===== config.mk =====
export PLATFORM = sky130hd
export DESIGN_NAME = dma_edge_req_seq
export DESIGN_NICKNAME = d
export VERILOG_FILES = /design/src/rtl/dreq_pkg.sv /design/src/rtl/dreq_dpath.sv /design/src/rtl/dreq_ctrl.sv /design/src/rtl/dma_edge_req_seq.sv
export SDC_FILE = /design/constraint.sdc
export NUM_CORES = 1
export LEC_CHECK = 0
export ABC_AREA = 1
export BUFFER_PORTS_ARGS = -buffer_cell sky130_fd_sc_hd__buf_2
export CAP_MARGIN = 25
export CORE_UTILIZATION = 58
export CTS_CLUSTER_SIZE = 28
export DETAILED_ROUTE_END_ITERATION = 8
export GPL_TIMING_DRIVEN = 0
export PLACE_DENSITY_LB_ADDON = 0.1
export SETUP_SLACK_MARGIN = 0.4
export SLEW_MARGIN = 30
export SYNTH_ARGS = -nofsm -noshare
export SYNTH_HDL_FRONTEND = slang
export SYNTH_HIERARCHICAL = 1
export SYNTH_SLANG_ARGS = --single-unit
export TNS_END_PERCENT = 20

===== constraint.sdc =====
create_clock -name clk -period 2.9 [get_ports clk]
set_clock_uncertainty 0.2 [all_clocks]
set_input_delay 0.29 -clock clk [delete_from_list [all_inputs] [get_ports clk]]
set_output_delay 0.29 -clock clk [all_outputs]
set_load 0.1 [all_outputs]

===== src/rtl/dreq_pkg.sv =====
package dreq_pkg;
  typedef enum logic [2:0] {
    S_IDLE, S_WAIT, S_READ, S_WRITE, S_DEAD, S_REL1, S_REL2
  } seqState_t;

  typedef struct packed {
    logic activate;  // request taken, block begins
    logic beatDone;  // one read/write pair finished
    logic blockEnd;  // dead cycle in progress
  } seqStrobe_t;
endpackage


===== src/rtl/dreq_dpath.sv =====
module dreq_dpath
  import dreq_pkg::*;
#(
  parameter int SZW = 8,
  parameter int CW  = 16
) (
  input  logic           clk,
  input  logic           rstN,
  input  logic           reqN,
  input  logic           enWrite,
  input  logic           enData,
  input  logic [SZW-1:0] blkSize,
  input  logic [CW-1:0]  blkCount,
  input  seqStrobe_t     stb,
  output logic           startOk,
  output logic           lastBeat,
  output logic           xferEnd
);
  localparam int SYNC_STAGES = 2;

  logic [SYNC_STAGES-1:0] syncChain;
  logic pinHigh;
  logic enabled, accOpen, pending, seenHigh, deadDone;
  logic [CW-1:0]  remBlocks;
  logic [SZW-1:0] sizeReg, beatCnt;

  always_ff @(posedge clk or negedge rstN) begin
    if (!rstN) syncChain <= '1;
    else       syncChain <= {syncChain[SYNC_STAGES-2:0], reqN};
  end
  assign pinHigh = syncChain[SYNC_STAGES-1];

  always_ff @(posedge clk or negedge rstN) begin
    if (!rstN) begin
      enabled   <= 1'b0;
      accOpen   <= 1'b0;
      pending   <= 1'b0;
      seenHigh  <= 1'b0;
      deadDone  <= 1'b0;
      xferEnd   <= 1'b0;
      remBlocks <= '0;
      sizeReg   <= '0;
    end else if (enWrite) begin
      pending <= 1'b0;
      if (enData) begin
        enabled   <= 1'b1;
        accOpen   <= 1'b1;
        seenHigh  <= 1'b0;
        deadDone  <= 1'b0;
        xferEnd   <= 1'b0;
        remBlocks <= blkCount;
        sizeReg   <= blkSize;
      end else begin
        enabled <= 1'b0;
        accOpen <= 1'b0;
      end
    end else if (stb.activate) begin
      pending  <= 1'b0;
      accOpen  <= 1'b0;
      seenHigh <= 1'b0;
      deadDone <= 1'b0;
    end else begin
      if (pinHigh) seenHigh <= 1'b1;
      if (accOpen && !pinHigh) pending <= 1'b1;
      if (stb.blockEnd) begin
        remBlocks <= remBlocks - 1'b1;
        if (remBlocks == 1) begin
          xferEnd <= 1'b1;
          enabled <= 1'b0;
          accOpen <= 1'b0;
          pending <= 1'b0;
        end else if (enabled) begin
          if (seenHigh || pinHigh) accOpen  <= 1'b1;
          else                     deadDone <= 1'b1;
        end
      end else if (deadDone && pinHigh && enabled) begin
        accOpen  <= 1'b1;
        deadDone <= 1'b0;
      end
    end
  end

  always_ff @(posedge clk or negedge rstN) begin
    if (!rstN)             beatCnt <= '0;
    else if (stb.activate) beatCnt <= '0;
    else if (stb.beatDone) beatCnt <= beatCnt + 1'b1;
  end

  assign startOk  = pending && enabled && (remBlocks != '0);
  assign lastBeat = (beatCnt == sizeReg - 1'b1);

  a_r7_accept_closes: assert property (@(posedge clk) disable iff (!rstN)
    stb.activate && !enWrite |=> !accOpen && !pending);
  a_r2_no_pending_disabled: assert property (@(posedge clk) disable iff (!rstN)
    !enabled |-> !pending);
  a_r10_closed_after_end: assert property (@(posedge clk) disable iff (!rstN)
    xferEnd |-> !accOpen);
  a_r9_reopen_needs_high: assert property (@(posedge clk) disable iff (!rstN)
    $rose(accOpen) && !$past(enWrite) |-> $past(seenHigh || pinHigh));
endmodule


===== src/rtl/dreq_ctrl.sv =====
module dreq_ctrl
  import dreq_pkg::*;
(
  input  logic       clk,
  input  logic       rstN,
  input  logic       startOk,
  input  logic       lastBeat,
  input  logic       busGrant,
  output seqStrobe_t stb,
  output logic       busReq,
  output logic       rdPhase,
  output logic       wrPhase,
  output logic       deadPhase
);
  seqState_t state, nextState;

  always_ff @(posedge clk or negedge rstN) begin
    if (!rstN) state <= S_IDLE;
    else       state <= nextState;
  end

  always_comb begin
    nextState = state;
    unique case (state)
      S_IDLE:  if (startOk) nextState = S_WAIT;
      S_WAIT:  if (busGrant) nextState = S_READ;
      S_READ:  nextState = S_WRITE;
      S_WRITE: nextState = lastBeat ? S_DEAD : S_READ;
      S_DEAD:  nextState = S_REL1;
      S_REL1:  nextState = S_REL2;
      S_REL2:  nextState = S_IDLE;
      default: nextState = S_IDLE;
    endcase
  end

  always_comb begin
    stb.activate = (state == S_IDLE) && startOk;
    stb.beatDone = (state == S_WRITE);
    stb.blockEnd = (state == S_DEAD);
  end

  assign rdPhase   = (state == S_READ);
  assign wrPhase   = (state == S_WRITE);
  assign deadPhase = (state == S_DEAD);
  assign busReq    = (state == S_WAIT) || rdPhase || wrPhase || deadPhase;

  a_r5_one_phase: assert property (@(posedge clk) disable iff (!rstN)
    $onehot0({rdPhase, wrPhase, deadPhase}));
  a_r5_write_after_read: assert property (@(posedge clk) disable iff (!rstN)
    rdPhase |=> wrPhase);
  a_r4_hold_without_grant: assert property (@(posedge clk) disable iff (!rstN)
    busReq && !rdPhase && !wrPhase && !deadPhase && !busGrant |=> busReq && !rdPhase);
  a_r6_release_gap: assert property (@(posedge clk) disable iff (!rstN)
    deadPhase |=> !busReq ##1 (!busReq && !rdPhase));
endmodule


===== src/rtl/dma_edge_req_seq.sv =====
module dma_edge_req_seq
  import dreq_pkg::*;
#(
  parameter int SZW = 8,
  parameter int CW  = 16
) (
  input  logic           clk,
  input  logic           rstN,
  input  logic           reqN,
  input  logic           enWrite,
  input  logic           enData,
  input  logic [SZW-1:0] blkSize,
  input  logic [CW-1:0]  blkCount,
  input  logic           busGrant,
  output logic           busReq,
  output logic           rdPhase,
  output logic           wrPhase,
  output logic           deadPhase,
  output logic           xferEnd
);
  seqStrobe_t stb;
  logic startOk, lastBeat;

  dreq_dpath #(.SZW(SZW), .CW(CW)) uDpath (
    .clk(clk), .rstN(rstN), .reqN(reqN), .enWrite(enWrite), .enData(enData),
    .blkSize(blkSize), .blkCount(blkCount), .stb(stb),
    .startOk(startOk), .lastBeat(lastBeat), .xferEnd(xferEnd)
  );

  dreq_ctrl uCtrl (
    .clk(clk), .rstN(rstN), .startOk(startOk), .lastBeat(lastBeat),
    .busGrant(busGrant), .stb(stb), .busReq(busReq), .rdPhase(rdPhase),
    .wrPhase(wrPhase), .deadPhase(deadPhase)
  );
endmodule


==> results.py, run 1 <==
metrics = {
    "run_status": {
        "status": "finished, final reports clean",
    },
    "synthesis": {
        "synth_nets": 447,
        "synth-seq-cells": 43,
        "synth.distinct_cells": 33,
        "synthesis.yosys.warnings": 6,
        "synth_largest_area_cell": "dfrtp_1",
        "dominantRegCellSynth": "dfrtp_1",
        "cell_area_synth_um2": 2846,
        "synth_area_per_cell_um2": 6.909,
        "netlist_instances": 412,
        "yosys.cell_count.top_type": "nand2_1",
        "post_synth_most_frequent_cells": "nand2_1, nor2_1, inv_1, dfrtp_1, o21ai_0",
        "synth_enable_flop_cells": 0,
        "synth.top_cells.by_area": "dfrtp_1, nand2_1, nor2_1",
        "synth_largest_type_area_fraction_pct": 36.04,
        "synth_seq_area_share_pct": 37.89,
        "async_flop_share_pct": 100.0,
    },
    "timing": {
        "final_max_slew_viol_count": 0,
        "max-slew-margin-rel_pct": 62.98,
        "final-hold-violation-count": 0,
        "tightest_slew_ns": 0.5553,
        "final_setup_fails": 0,
        "final_critical_path_setup_slack_ns": 0.5479,
        "fmaxAchievable_ghz": 0.4251,
        "setup_total_negative_slack_ns": 0,
        "period_needed_ns": 2.352,
        "layout_worst_path_cycle_share_pct": 81.11,
        "rsz0062_at_grt": "false",
    },
    "global_routing": {
        "antenna_found_initial": 0,
        "grt_pass1_wl_mm": 11.14,
        "first_global_vias": 2575,
        "gr-total-overflow": 0,
        "grt_max_degree": 44,
        "grt.total_usage_pct": 27.35,
    },
    "floorplanning": {
        "die_h_um": 72.06,
        "start_util_pct": 60.26,
        "rows": 25,
        "boundaryPins": 35,
        "fp.dieW_um": 72.06,
        "core_area_um2": 4723,
        "fp.dieArea_um2": 5192,
    },
    "power_and_ir_drop": {
        "static_leakage_power_nw": 1.717,
        "power.density_nw_per_um2": 590.0,
        "power.ir.vdd_worst_mv": 0.3800,
        "totalPowerFinal_w": 0.001993,
    },
    "final_layout": {
        "syn2layout_area_growth_pct": 18.68,
        "diodes": 0,
        "finish.net_count": 501,
        "drive_above_1_share_pct": 20.77,
        "stdcell_area_um2": 3378,
    },
    "clock_tree": {
        "h-tree-depth": 2,
        "clock_tree_from_tritoncts": "done",
        "clockRootBuffer": "clkbuf_8",
        "clk_latency_ns": 0.30,
        "cts_buf_count": 5,
        "clock_sink_count": 43,
        "cts_max_path_buffers": 2,
        "clk_pin_slew_ns": 0.09,
    },
    "placement": {
        "detailed_place.area_um2": 3119,
        "routabilityCongestion": 0.8506,
        "io_buffer_count": 34,
        "pre_cts_slack_ns": 0.1265,
        "post-dp-hpwl_mm": 4.743,
    },
    "detailed_routing": {
        "route.detailed.drc": 0,
        "route.vias.total": 2717,
        "drt_iter0_drc": 146,
        "wirelength_mm": 6.482,
        "detail_route.first_pass.iterations": 4,
        "vias_per_cell": 5.088,
        "antenna_violating_nets_post_route": 0,
        "routed_wire_length_per_instance_um": 12.14,
    },
    "worst_setup_path": {
        "critical_path.max_fanout": 10,
        "critical_path_start_end_classification": "flip-flop to flip-flop",
        "critical_path.endpoint_type": "flip-flop",
        "startpoint_type": "flip-flop",
        "crit_arrival_ns": 2.33,
        "timing.critical_path.required_ns": 2.88,
    },
    "min_path": {
        "hold_class": "primary input to flip-flop",
    },
    "run": {
        "cap_violations": 0,
    },
}
final cells by class:
cell class | count | area, um^2
Tap cell | 67 | 83.83
Clock buffer | 5 | 68.82
Sequential cell | 43 | 1079
Clock inverter | 3 | 23.77
Fill cell | 403 | 1345
Timing Repair Buffer | 47 | 295.3
Multi-Input combinational cell | 309 | 1559
Inverter | 49 | 183.9
Buffer | 11 | 85.08
report_power, final:
group | switching (W) | internal (W)
Combinational | 0.000518 | 0.000259
Clock | 0.000225 | 0.000172
Sequential | 0.000117 | 0.000702
Total | 0.000860 | 0.00113
per-stage QoR:
step,instances,utilization (%),hold slack [ns]
final,534,71.52,0.06105
after CTS,531,70.44,0.04469
after detailed placement,513,66.04,0.1207
after floorplan,412,-,-0.2056
after global routing,534,71.52,0.03944
after global placement,513,65.99,0.1472
worst max-delay path, cell delays in order (launching register included):
cell     delay, ns
dfrtp_1       0.37
inv_1         0.11
ha_1          0.23
a31oi_2       0.20
inv_1         0.11
nor4_4        0.24
buf_4         0.18
nor2_4        0.05
nand2_2       0.08
nand2_4       0.06
inv_2         0.07
buf_6         0.15
nor2_1        0.05
nand2_1       0.05
o21ai_0       0.07
state kept, by name, indices dropped and copies added, names as in the netlist, 2 cells and up:
name and cells:
uDpath/beatCnt 8, uDpath/remBlocks 16, uCtrl/state 3, uDpath/sizeReg 8, uDpath/syncChain 2
cells in the final DEF, fill, tap and decap left out:
cell           netlist  routed
nand2_1            121     121
nor2_1              63      62
inv_1               43      43
dfrtp_1             41      41
buf_2                5      38
nand3_1             23      23
o21ai_0             24      23
a21oi_1             15      15
dlygate4sd3_1        0      10
nand2_2              7       7
buf_4                2       6
inv_2                6       6
nor2_4               2       6
o21ai_1              5       6
nand4_1              6       6
clkbuf_8             0       5
nor2_2               8       5
ha_1                 5       5
buf_6                4       4
xor2_1               4       4
nand2_4              4       4
xnor2_1              4       4
clkinvlp_4           0       2
nor3_2               1       2
nor3_1               4       2
or2_2                2       2
nand3b_1             2       2
o21ai_2              2       2
dfstp_2              2       2
inv_6                0       1
nor3_4               0       1
nor4_4               0       1
a31oi_2              0       1
a21oi_2              1       1
nor2_8               1       1
a22oi_1              1       1
mux2i_1              1       1
o211ai_1             1       1
cells by family (layout without fill, tap and decap cells):
family | after synthesis | after routing | share of synthesized area, %
buffers and inverters | 60 | 115 | 9.450
flip-flops | 43 | 43 | 37.89
XOR/XNOR | 8 | 8 | 2.461
AND/OR/NAND/NOR | 245 | 245 | 38.24
multiplexers | 1 | 1 | 0.3517
AO/OA/AOI/OAI | 50 | 50 | 9.407
adder cells (fa/ha/maj) | 5 | 5 | 2.198
worst paths after layout:
kind / from / end / slack [ns] / depth (start not counted)
max: uDpath/remBlocks[0] / uDpath/remBlocks[12] / 0.55 / 14
min: busGrant / uCtrl/state[0] / 0.06 / 4
max reg2reg: uDpath/remBlocks[0] / uDpath/remBlocks[12] / 0.55 / 14
min reg2reg: uDpath/syncChain[0] / uDpath/syncChain[1] / 0.16 / 0
max in group asynchronous: rstN / uDpath/syncChain[0] / 1.80 / 2
min in group asynchronous: rstN / uCtrl/state[1] / 0.32 / 2
per-layer routing:
| metal | global-route usage, % | part of all wire [%] | up-vias | wire (um) |
|---|---|---|---|---|
| met5 | 0 | 0 | - | 0 |
| li1 | - | - | 1400 | - |
| met3 | 4.167 | 5.2 | 2 | 334 |
| met1 | 37.21 | 47 | 1242 | 3061 |
| met2 | 46.54 | 47 | 73 | 3058 |
| met4 | 5.882 | 0.42 | 0 | 27 |
what timing repair did:
| item | in CTS | in global routing |
|---|---|---|
| setup endpoints to repair | 27 | 15 |
| hold buffers | 10 | 0 |
| hold endpoints to repair | 50 | 0 |
| buffers inserted | 0 | 3 |
| gates resized for setup | 2 | 7 |
| pin swaps | 0 | 3 |
No activity file was read; power rests on OpenSTA's default activity.
==> inputs of run 2 (changes only) <==
- clock period: 2.9 -> 2.4 ns (I/O delays scaled with it)
==> results.py, run 2 (synthesized netlist as in run 1, its figures left out) <==
metrics = {
    "floorplanning": {
        "boundaryPins": 35,
        "core_area_um2": 4723,
        "start_util_pct": 60.26,
        "rows": 25,
        "fp.dieArea_um2": 5192,
        "die_h_um": 72.06,
        "fp.dieW_um": 72.06,
    },
    "clock_tree": {
        "cts_max_path_buffers": 2,
        "h-tree-depth": 2,
        "clock_sink_count": 43,
        "cts_buf_count": 5,
        "clock_tree_from_tritoncts": "done",
        "clk_pin_slew_ns": 0.08,
        "clockRootBuffer": "clkbuf_8",
        "clk_latency_ns": 0.30,
    },
    "min_path": {
        "holdPathEnd": "uCtrl/state[0]",
        "hold_class": "primary input to flip-flop",
        "min_from": "busGrant",
        "min_delay_path_depth": 4,
    },
    "timing": {
        "period_needed_ns": 2.206,
        "final_max_slew_viol_count": 0,
        "final_setup_fails": 0,
        "final_critical_path_setup_slack_ns": 0.1941,
        "max-slew-margin-rel_pct": 63.60,
        "tightest_slew_ns": 0.5460,
        "layout_worst_path_cycle_share_pct": 91.91,
        "timing.hold.ws_ns": 0.01408,
        "fmaxAchievable_ghz": 0.4533,
        "rsz0062_at_grt": "true",
        "final-hold-violation-count": 0,
    },
    "final_layout": {
        "most-common-layout-cells": "nand2_1, nor2_1, dfrtp_1, buf_2, inv_1",
        "stdcell_area_um2": 3704,
        "drive_above_1_share_pct": 29.03,
        "reg_with_most_ffs": "uDpath/remBlocks",
        "layout.cells.most_common": "nand2_1",
        "finish.net_count": 530,
        "syn2layout_area_growth_pct": 30.11,
        "largest_register_ff_count": 16,
        "diodes": 0,
        "utilization_pct": 78.41,
        "largest_registers": "uDpath/remBlocks (16), uDpath/beatCnt (8), uDpath/sizeReg (8)",
    },
    "global_routing": {
        "grt_max_degree": 44,
        "grt.total_usage_pct": 29.52,
        "first_global_vias": 2626,
        "gr-total-overflow": 0,
        "grt_pass1_wl_mm": 11.79,
        "antenna_found_initial": 0,
    },
    "detailed_routing": {
        "wirelength_mm": 7.270,
        "antenna_violating_nets_post_route": 0,
        "route.vias.total": 2867,
        "detail_route.first_pass.iterations": 5,
        "route.detailed.drc": 0,
        "drt_iter0_drc": 288,
        "vias_per_cell": 5.092,
        "routed_wire_length_per_instance_um": 12.91,
    },
    "placement": {
        "io_buffer_count": 34,
        "pre_cts_slack_ns": -0.2774,
        "routabilityCongestion": 0.9219,
        "post-dp-hpwl_mm": 4.638,
        "detailed_place.area_um2": 3139,
    },
    "run": {
        "cap_violations": 0,
    },
    "power_and_ir_drop": {
        "power.density_nw_per_um2": 695.3,
        "static_leakage_power_nw": 1.876,
        "power.ir.vdd_worst_mv": 0.7312,
    },
    "worst_setup_path": {
        "reg2reg_to": "uDpath/remBlocks[12]",
        "worst_reg_to_reg_path_cell_count": 15,
        "regToRegSetupSlack_ns": 0.19,
        "critical_path_start_end_classification": "flip-flop to flip-flop",
        "startpoint_type": "flip-flop",
        "cp-startpoint": "uDpath/remBlocks[8]",
        "critical_path.endpoint_type": "flip-flop",
        "rr_startpoint": "uDpath/remBlocks[8]",
        "critical_path.max_fanout": 5,
        "timing.critical_path.required_ns": 2.43,
        "crit_arrival_ns": 2.23,
    },
    "run_status": {
        "status": "finished, final reports clean",
    },
}
[run 2: cell count changes in the layout (fill, tap and decap cells not counted), sizes merged]
cell,change
inv,-1
clkinv,+1
dlygate4sd3,+1
clkinvlp,-1
clkbuf,+1
buf,+28
[run 2: per-layer routing]
metal / GRT usage, % / part of all wire, % / vias to the layer above
li1: - / - / 1456
met3: 4.722 / 6.3 / 10
met5: 0 / 0 / -
met2: 46.86 / 47 / 105
met4: 9.586 / 1.5 / 0
met1: 41.52 / 46 / 1296
[run 2: worst max-delay path: stages (launching register included)]
cell,delay (ns)
dfrtp_1,0.41
nor2_2,0.18
nand2_2,0.10
nor2_4,0.17
a31oi_4,0.12
inv_2,0.09
nor4_4,0.04
nor2_2,0.15
nand2_4,0.07
nand2_4,0.11
inv_6,0.05
buf_6,0.11
buf_8,0.12
nor2_1,0.09
nand2_1,0.05
o21ai_1,0.07
[run 2: cell type report]
class | instances | area, um^2
timing repair buffer | 76 | 539.3
sequential | 43 | 1080
inverter | 49 | 191.4
tap | 67 | 83.83
buffer | 11 | 92.59
fill | 341 | 1020
multi-input combinational | 309 | 1632
clock buffer | 6 | 72.57
clock inverter | 2 | 12.51
[run 2: timing repair]
item | CTS | global route
endpoints found under the setup margin | 32 | 33
gates resized for setup | 21 | 16
endpoints found under the hold margin | 51 | 0
buffers inserted | 25 | 5
gates cloned | 1 | 0
pin swaps | 14 | 20
hold buffers | 11 | 0
[run 2: worst max path at each step]
stage	endpoint	slack (ns)
2_1_floorplan	uDpath/remBlocks[10]	0.05
3_3_place_gp	uDpath/xferEnd	-0.26
3_5_place_dp	uDpath/remBlocks[14]	-0.28
4_1_cts	uDpath/xferEnd	0.21
5_1_grt	uDpath/xferEnd	0.1
6_report	uDpath/remBlocks[12]	0.19
[run 2: per-stage QoR]
stage	std cells	power [W]	setup TNS, ns
3_3_place_gp	513	0.001869	-4.685
6_report	563	0.002575	0
4_1_cts	558	0.002528	0
2_1_floorplan	412	0.001703	0
5_1_grt	563	0.002744	0
3_5_place_dp	513	0.001896	-4.857
[run 2: where the power goes]
| part | internal, W | switching, W |
|---|---|---|
| combinational | 0.000426 | 0.000710 |
| sequential | 0.000848 | 0.000133 |
| clock | 0.000204 | 0.000254 |
==> inputs of run 3 (changes only) <==
==> constraint.sdc (replaced) <==
create_clock -name clk -period 2.4 [get_ports clk]
set_clock_uncertainty 0.2 [all_clocks]
set_input_delay 0 -clock clk [delete_from_list [all_inputs] [get_ports clk]]
set_output_delay 0 -clock clk [all_outputs]
set_load 0.1 [all_outputs]
==> results.py, run 3 (synthesized netlist as in run 1, its figures left out) <==
metrics = {
    "detailed_routing": {
        "detail_route.first_pass.iterations": 6,
        "wirelength_mm": 8.589,
        "routed_wire_length_per_instance_um": 14.41,
        "drt_iter0_drc": 349,
        "antenna_violating_nets_post_route": 0,
        "route.vias.total": 3224,
        "vias_per_cell": 5.409,
        "route.detailed.drc": 0,
    },
    "timing": {
        "layout_worst_path_cycle_share_pct": 90.38,
        "final_max_slew_viol_count": 0,
        "timing.hold.ws_ns": 0.02722,
        "max-slew-margin-rel_pct": 63.09,
        "final-hold-violation-count": 0,
        "final_setup_fails": 0,
        "rsz0062_at_grt": "true",
        "tightest_slew_ns": 0.5537,
        "period_needed_ns": 2.169,
        "fmaxAchievable_ghz": 0.4610,
        "final_critical_path_setup_slack_ns": 0.2308,
    },
    "global_routing": {
        "grt_pass1_wl_mm": 13.50,
        "grt.total_usage_pct": 34.27,
        "antenna_found_initial": 0,
        "gr-total-overflow": 0,
        "first_global_vias": 2999,
        "grt_max_degree": 44,
    },
    "power_and_ir_drop": {
        "totalPowerFinal_w": 0.002724,
        "power.density_nw_per_um2": 673.8,
        "power.ir.vdd_worst_mv": 0.5440,
        "static_leakage_power_nw": 2.053,
    },
    "floorplanning": {
        "core_area_um2": 4723,
        "fp.dieW_um": 72.06,
        "start_util_pct": 60.26,
        "fp.dieArea_um2": 5192,
        "rows": 25,
        "die_h_um": 72.06,
        "boundaryPins": 35,
    },
    "worst_setup_path": {
        "critical_path.endpoint_type": "flip-flop",
        "critical_path.max_fanout": 5,
        "crit_arrival_ns": 2.17,
        "startpoint_type": "flip-flop",
        "critical_path.cell_chain": "nor2_4 > nand2_4 > nor2_4 > a31oi_4 > inv_2 > nor4_4 > nor2_4 > nand2_4 > nand2_4 > inv_4 > buf_6 > a21oi_2 > nand2_1 > nand2_1 > inv_1",
        "slowest_stage_cell_crit_path": "dfrtp_1",
        "critical_path_start_end_classification": "flip-flop to flip-flop",
        "timing.critical_path.required_ns": 2.41,
        "stage_delay_of_the_slowest_cell_on_the_critical_path_ns": 0.43,
    },
    "clock_tree": {
        "h-tree-depth": 2,
        "clock_sink_count": 43,
        "clk_latency_ns": 0.30,
        "clk_pin_slew_ns": 0.08,
        "cts_buf_count": 5,
        "clock_tree_from_tritoncts": "done",
        "clockRootBuffer": "clkbuf_8",
        "cts_max_path_buffers": 2,
    },
    "final_layout": {
        "largest_register_ff_count": 16,
        "reg_with_most_ffs": "uDpath/remBlocks",
        "utilization_pct": 85.59,
        "diodes": 0,
        "fin_cells": 596,
        "largest_registers": "uDpath/remBlocks (16), uDpath/beatCnt (8), uDpath/sizeReg (8)",
        "syn2layout_area_growth_pct": 42.02,
        "most-common-layout-cells": "nand2_1, nor2_1, dfrtp_1, inv_1, buf_2",
        "finish.net_count": 563,
        "layout.filler_cells": 254,
        "layout.cells.most_common": "nand2_1",
        "drive_above_1_share_pct": 28.73,
    },
    "placement": {
        "routabilityCongestion": 0.8690,
        "pre_cts_slack_ns": -0.2711,
        "dp.cells": 513,
        "post-dp-hpwl_mm": 4.708,
        "io_buffer_count": 34,
    },
    "run_status": {
        "status": "finished, final reports clean",
    },
    "min_path": {
        "hold_class": "primary input to asynchronous set/reset pin",
    },
    "run": {
        "cap_violations": 0,
    },
}
## run 3: path summary, 6_finish.rpt
path                                            from                   end  slack [ns]  cells after the start
worst max-delay path            uDpath/remBlocks[11]  uDpath/remBlocks[10]        0.23                     15
worst min-delay path                            rstN  uDpath/remBlocks[13]        0.03                      2
worst max register to register  uDpath/remBlocks[11]  uDpath/remBlocks[10]        0.23                     15
worst min register to register   uDpath/syncChain[0]   uDpath/syncChain[1]        0.16                      0
max in group asynchronous                       rstN        uCtrl/state[2]        1.56                      2
min in group clk                                reqN   uDpath/syncChain[0]        0.14                      2
## run 3: what timing repair did
action                     CTS  global route
hold endpoints to repair    74             0
gates resized for setup     39            12
cloned                       1             0
pin swaps                   23            17
buffers inserted            38             4
setup endpoints to repair   31            32
hold buffers                32             0
## run 3: power by group
part | total [W] | internal, W | switching (W) | leakage (nW)
registers | 0.000980 | 0.000848 | 0.000132 | 0.534
clock network | 0.000464 | 0.000204 | 0.000260 | 0.0412
logic | 0.00128 | 0.000516 | 0.000764 | 1.48
total | 0.00272 | 0.00157 | 0.00116 | 2.05
## run 3: area by class of cell
type | count | area, um^2 | share of cell area [%]
Timing Repair Buffer | 109 | 868.3 | 21.48
Clock buffer | 6 | 72.57 | 1.795
Inverter | 49 | 186.4 | 4.612
Clock inverter | 2 | 12.51 | 0.3095
Multi-Input combinational cell | 309 | 1647 | 40.73
Tap cell | 67 | 83.83 | 2.074
Sequential cell | 43 | 1080 | 26.71
Buffer | 11 | 92.59 | 2.290
## run 3: critical path, delay by kind of cell, from the launching register on
| family | cells | cell delay, ns |
|---|---|---|
| buffers and inverters | 4 | 0.31 |
| AO/OA/AOI/OAI | 2 | 0.22 |
| flip-flops | 1 | 0.43 |
| AND/OR/NAND/NOR | 9 | 0.91 |
## run 3: metrics by stage
step                instance area (um^2)  setup TNS [ns]
finish                              4043               0
global route                        4043               0
CTS                                 3964               0
detailed placement                  3129          -4.654
global placement                    3127          -3.978
floorplan                           2873               0
## run 3: per-layer routing
layer  global-route usage, %  up-vias  wire (um)
met2                   56.60      215       3936
met4                   11.98        0        267
li1                        -     1528          -
met1                   45.42     1438       3564
met5                       0        -          0
met3                   6.528       43        820
